$ cat src/rtl/rxb_pkg.sv
package rxb_pkg;
  // Source selected for a holding-register load on the current edge.
  typedef enum logic [1:0] {
    LD_NONE   = 2'd0,
    LD_NEW    = 2'd1,  // byte completing this cycle
    LD_PARKED = 2'd2   // byte waiting in the shift register
  } ld_src_e;
endpackage

$ cat src/rtl/rxb_shifter.sv
module rxb_shifter #(
  parameter int unsigned DATA_W = 8
) (
  input  logic              clk,
  input  logic              rst_n,
  input  logic              bit_vld,
  input  logic              bit_val,
  output logic [DATA_W-1:0] shreg,
  output logic              done,
  output logic [DATA_W-1:0] next_byte
);
  localparam int unsigned CNT_W = (DATA_W > 1) ? $clog2(DATA_W) : 1;
  localparam logic [CNT_W-1:0] LAST = CNT_W'(DATA_W - 1);

  logic [CNT_W-1:0] cnt;

  // MSB first: the oldest bit ends up at the top after DATA_W shifts.
  assign next_byte = {shreg[DATA_W-2:0], bit_val};
  assign done      = bit_vld && (cnt == LAST);

  always_ff @(posedge clk or negedge rst_n) begin
    if (!rst_n) begin
      shreg <= '0;
      cnt   <= '0;
    end else if (bit_vld) begin
      shreg <= next_byte;
      cnt   <= (cnt == LAST) ? '0 : cnt + 1'b1;
    end
  end
endmodule

$ cat src/rtl/rxb_ctl.sv
module rxb_ctl
  import rxb_pkg::*;
(
  input  logic    clk,
  input  logic    rst_n,
  input  logic    done,
  input  logic    held,
  input  logic    accept,
  output ld_src_e ld_src,
  output logic    overrun
);
  logic parked;
  logic hold_free;
  logic park_now;

  // The holding register can take a byte if empty or being read now.
  assign hold_free = !held || accept;
  assign park_now  = done && !hold_free;

  always_comb begin
    ld_src = LD_NONE;
    if (done && hold_free)     ld_src = LD_NEW;
    else if (parked && !held)  ld_src = LD_PARKED;
  end

  always_ff @(posedge clk or negedge rst_n) begin
    if (!rst_n) begin
      parked  <= 1'b0;
      overrun <= 1'b0;
    end else begin
      if (park_now)               parked <= 1'b1;
      else if (ld_src != LD_NONE) parked <= 1'b0;

      if (park_now)    overrun <= 1'b1;
      else if (accept) overrun <= 1'b0;
    end
  end
endmodule

$ cat src/rtl/rxb_hold.sv
module rxb_hold
  import rxb_pkg::*;
#(
  parameter int unsigned DATA_W = 8
) (
  input  logic              clk,
  input  logic              rst_n,
  input  ld_src_e           ld_src,
  input  logic [DATA_W-1:0] next_byte,
  input  logic [DATA_W-1:0] shreg,
  input  logic              accept,
  output logic [DATA_W-1:0] hold_q,
  output logic              held
);
  logic [DATA_W-1:0] ld_data;

  always_comb begin
    unique case (ld_src)
      LD_NEW:    ld_data = next_byte;
      LD_PARKED: ld_data = shreg;
      default:   ld_data = hold_q;
    endcase
  end

  always_ff @(posedge clk or negedge rst_n) begin
    if (!rst_n) begin
      hold_q <= '0;
      held   <= 1'b0;
    end else if (ld_src != LD_NONE) begin
      hold_q <= ld_data;
      held   <= 1'b1;
    end else if (accept) begin
      held   <= 1'b0;
    end
  end
endmodule

$ cat src/rtl/rx_byte_buffer.sv
module rx_byte_buffer
  import rxb_pkg::*;
#(
  parameter int unsigned DATA_W = 8
) (
  input  logic              clk,
  input  logic              rst_n,
  input  logic              bit_vld,
  input  logic              bit_val,
  output logic [DATA_W-1:0] byte_data,
  output logic              byte_valid,
  input  logic              byte_ready,
  output logic              overrun
);
  logic [DATA_W-1:0] shreg;
  logic [DATA_W-1:0] next_byte;
  logic              done;
  logic              accept;
  ld_src_e           ld_src;

  assign accept = byte_valid && byte_ready;

  rxb_shifter #(.DATA_W(DATA_W)) u_shift (
    .clk(clk), .rst_n(rst_n), .bit_vld(bit_vld), .bit_val(bit_val),
    .shreg(shreg), .done(done), .next_byte(next_byte)
  );

  rxb_ctl u_ctl (
    .clk(clk), .rst_n(rst_n), .done(done), .held(byte_valid),
    .accept(accept), .ld_src(ld_src), .overrun(overrun)
  );

  rxb_hold #(.DATA_W(DATA_W)) u_hold (
    .clk(clk), .rst_n(rst_n), .ld_src(ld_src), .next_byte(next_byte),
    .shreg(shreg), .accept(accept), .hold_q(byte_data), .held(byte_valid)
  );
endmodule

$ cat config.mk
export PLATFORM = sky130hd
export DESIGN_NAME = rx_byte_buffer
export DESIGN_NICKNAME = d
export VERILOG_FILES = /design/src/rtl/rxb_pkg.sv /design/src/rtl/rxb_shifter.sv /design/src/rtl/rxb_ctl.sv /design/src/rtl/rxb_hold.sv /design/src/rtl/rx_byte_buffer.sv
export SDC_FILE = /design/constraint.sdc
export NUM_CORES = 1
export LEC_CHECK = 0
export ABC_AREA = 1
export CORE_UTILIZATION = 30
export CTS_BUF_LIST = sky130_fd_sc_hd__clkbuf_16
export CTS_CLUSTER_SIZE = 25
export DETAILED_ROUTE_END_ITERATION = 8
export PLACE_DENSITY = 0.52
export SETUP_SLACK_MARGIN = 0.05
export SLEW_MARGIN = 20
export SYNTH_ARGS = -nofsm -noshare
export SYNTH_HDL_FRONTEND = slang
export SYNTH_SLANG_ARGS = --single-unit
export TNS_END_PERCENT = 1
$ cat constraint.sdc
create_clock -name clk -period 1.75 [get_ports clk]
set_input_delay 0.35 -clock clk [delete_from_list [all_inputs] [get_ports clk]]
set_output_delay 0.35 -clock clk [all_outputs]
set_load 0.005 [all_outputs]
==> flow_metrics.tcl <==
set metrics [dict create \
    status "completed" \
    maxSlewHeadroom 0.817 \
    cts_setup_buffers 0 \
    num_antenna_cells 0 \
    setup_viol 0 \
    cp_slowest_stage_delay_ns 0.53 \
    finalCriticalPeriod_ns 1.54 \
    design_power_total_mw 1.73 \
    grt_usage 0.118 \
    grt_overflow_total 0 \
    worst-path-stages 1 \
    cp.required_ns 1.40 \
    num_rows 20 \
    portBuffers 14 \
    max-cap-violations 0 \
    gp_congestion 0.790 \
    routed_wl_um 1640 \
    tightest_slew_ns 0.274 \
    first_pass_iters 4 \
    synth-xor-area-share 0 \
    rr_worst_depth 7 \
    synth_fa_ha_area_frac 0.0265 \
    holdWs_ns 0.448 \
    p_leak_nw 0.560 \
    synthSimpleGateAreaFrac 0.258 \
    grt_use_met3 0.0268 \
    clk_path_buf_depth 2 \
    die_y_um 58.2 \
    path_clk_slew_ns 0.05 \
    synth_top_family_by_area "simple AND/OR/NAND/NOR gates" \
    vias 695 \
    drt_iter0_drc 21 \
    grt.met2_usage 0.181 \
    nets 126 \
    start_util 0.312 \
    cts_sinks 22 \
    synth_area_um2 946 \
    cellPowerDensity_nw_per_um2 1420 \
    grt_max_degree 23 \
    ir_drop_uv 436 \
    max_freq_ghz 0.649 \
    fillers 316 \
    hold_buffers 0 \
    yosys_warnings 0 \
    period_share 0.880 \
    grt_setup_unrepaired "no" \
    path_delay_family "buffers and inverters" \
    synth_cell_type_count 15 \
    cp.arrival_ns 1.19 \
    cts_inserted_buffers 3 \
    crit_path_start_kind "register" \
    synth_cells 100 \
    core_area_um2 3030 \
    synth_area_per_cell_um2 9.46 \
    cp_slowest_cell "clkdlybuf4s50_1" \
    io_pins 15 \
    utilization 0.402 \
    stdcell_count 161 \
    cp_max_fo 5 \
    ant_nets 0 \
    dp_cells 158 \
    grtUsageMet1 0.152 \
    min_path_type "input pin to async pin" \
    drive_gt1_frac 0.0940 \
    insertion_delay_ns 0.25 \
    htreeDepth 1 \
    post_cts_resized 0 \
    hold_viol_final 0 \
    synth_compound_area_frac 0.0635 \
    finalClockSkew_ns 0.000806 \
    antenna_found_initial 0 \
    cts_root_buffer "clkbuf_16" \
    drc_errors 0 \
    die_width_um 58.2 \
    grt_pass1_wl_um 2950 \
    wire_per_inst_um 10.2 \
    yosysSeqAreaShare 0.582 \
    synth_nets 107 \
    fin_tns_setup_ns 0 \
    crit_chain "clkdlybuf4s50_1" \
    cp-end-kind "output pin" \
    ys_ff_latch 22 \
    grt-busiest-layer "met2" \
    muxShareOfSynthArea 0.0119 \
    grt_pass1_vias 684 \
    syn_to_final_growth_pct 28.7 \
    dp_hpwl_um 1230 \
    cts_tree "done" \
    crit_type "register to output pin" \
    slew_viol_final 0 \
    drt-vias-per-instance 4.32 \
    cp_num_buf_inv 1 \
    ff2ff_setup_slack_ns 0.31 \
    dieArea_um2 3380 \
]
worst paths after layout:
check	start	endpoint
worst max register to register	u_shift.cnt[0]$_DFFE_PN0P_	u_hold.hold_q[3]$_DFFE_PN0P_
worst min-delay path	rst_n	u_hold.hold_q[1]$_DFFE_PN0P_
max in group asynchronous	rst_n	u_shift.cnt[1]$_DFFE_PN0P_
worst min register to register	u_shift.cnt[0]$_DFFE_PN0P_	u_shift.cnt[0]$_DFFE_PN0P_
worst max-delay path	u_hold.held$_DFFE_PN0P_	byte_valid
min in group clk	u_shift.cnt[0]$_DFFE_PN0P_	u_shift.cnt[0]$_DFFE_PN0P_
power by group:
group          internal, mW  switching [mW]
combinational         0.291           0.197
sequential            0.667           0.102
clock                 0.302           0.168
sequential cells by signal, summed over array words and instances, names as in the netlist:
| signal | count |
|---|---|
| u_shift.cnt | 3 |
| u_hold.held | 1 |
| u_shift.shreg | 8 |
| u_ctl.parked | 1 |
| u_hold.hold_q | 8 |
| u_ctl.overrun | 1 |
area by class of cell:
cell class	count	area, µm²	area share
Clock buffer	3	75.1	0.0617
Inverter	9	33.8	0.0277
Multi-Input combinational cell	66	340	0.280
Sequential cell	22	551	0.452
Tap cell	44	55.1	0.0452
Timing Repair Buffer	17	163	0.134
metal layers:
layer  routed length, µm  part of all wire
met5                   0                 0
met4                  42             0.026
met3                  61             0.037
met2                 714              0.44
met1                 819              0.50
kinds of logic after synthesis:
family	Yosys count
AOI/OAI and AO/OA	12
muxes	1
adders and majority gates	2
and+or+nand+nor	51
DFF	22
buffers and inverters	12
per-stage QoR:
stage	worst slack, ns	cell area [µm²]
global route	0.168	1220
CTS	0.205	1220
global placement	0.232	1140
finish	0.210	1220
detailed placement	0.228	1140
floorplan	0.459	946
cells in the mapped netlist:
| cell type | n | area [µm²] |
|---|---|---|
| nand3_1 | 28 | 140 |
| dfrtp_1 | 22 | 551 |
| nand2_1 | 16 | 60.1 |
| inv_1 | 8 | 30.0 |
| a21oi_1 | 6 | 30.0 |
| o21ai_0 | 6 | 30.0 |
| nor2_1 | 4 | 15.0 |
| buf_2 | 2 | 10.0 |
| ha_1 | 2 | 25.0 |
| buf_6 | 1 | 11.3 |
| inv_2 | 1 | 3.75 |
| mux2_2 | 1 | 11.3 |
| nand2_2 | 1 | 6.26 |
| nand2_4 | 1 | 11.3 |
| nor2_4 | 1 | 11.3 |
layout by cell type (no fill, tap or decap), drive strengths merged:
cell           netlist  final
o21ai                6      6
nor2                 5      5
buf                  3      3
clkdlybuf4s50        0     14
mux2                 1      1
nand2               18     18
ha                   2      2
nand3               28     28
clkbuf               0      3
inv                  9      9
dfrtp               22     22
a21oi                6      6
(Power assumes the default switching activity.)
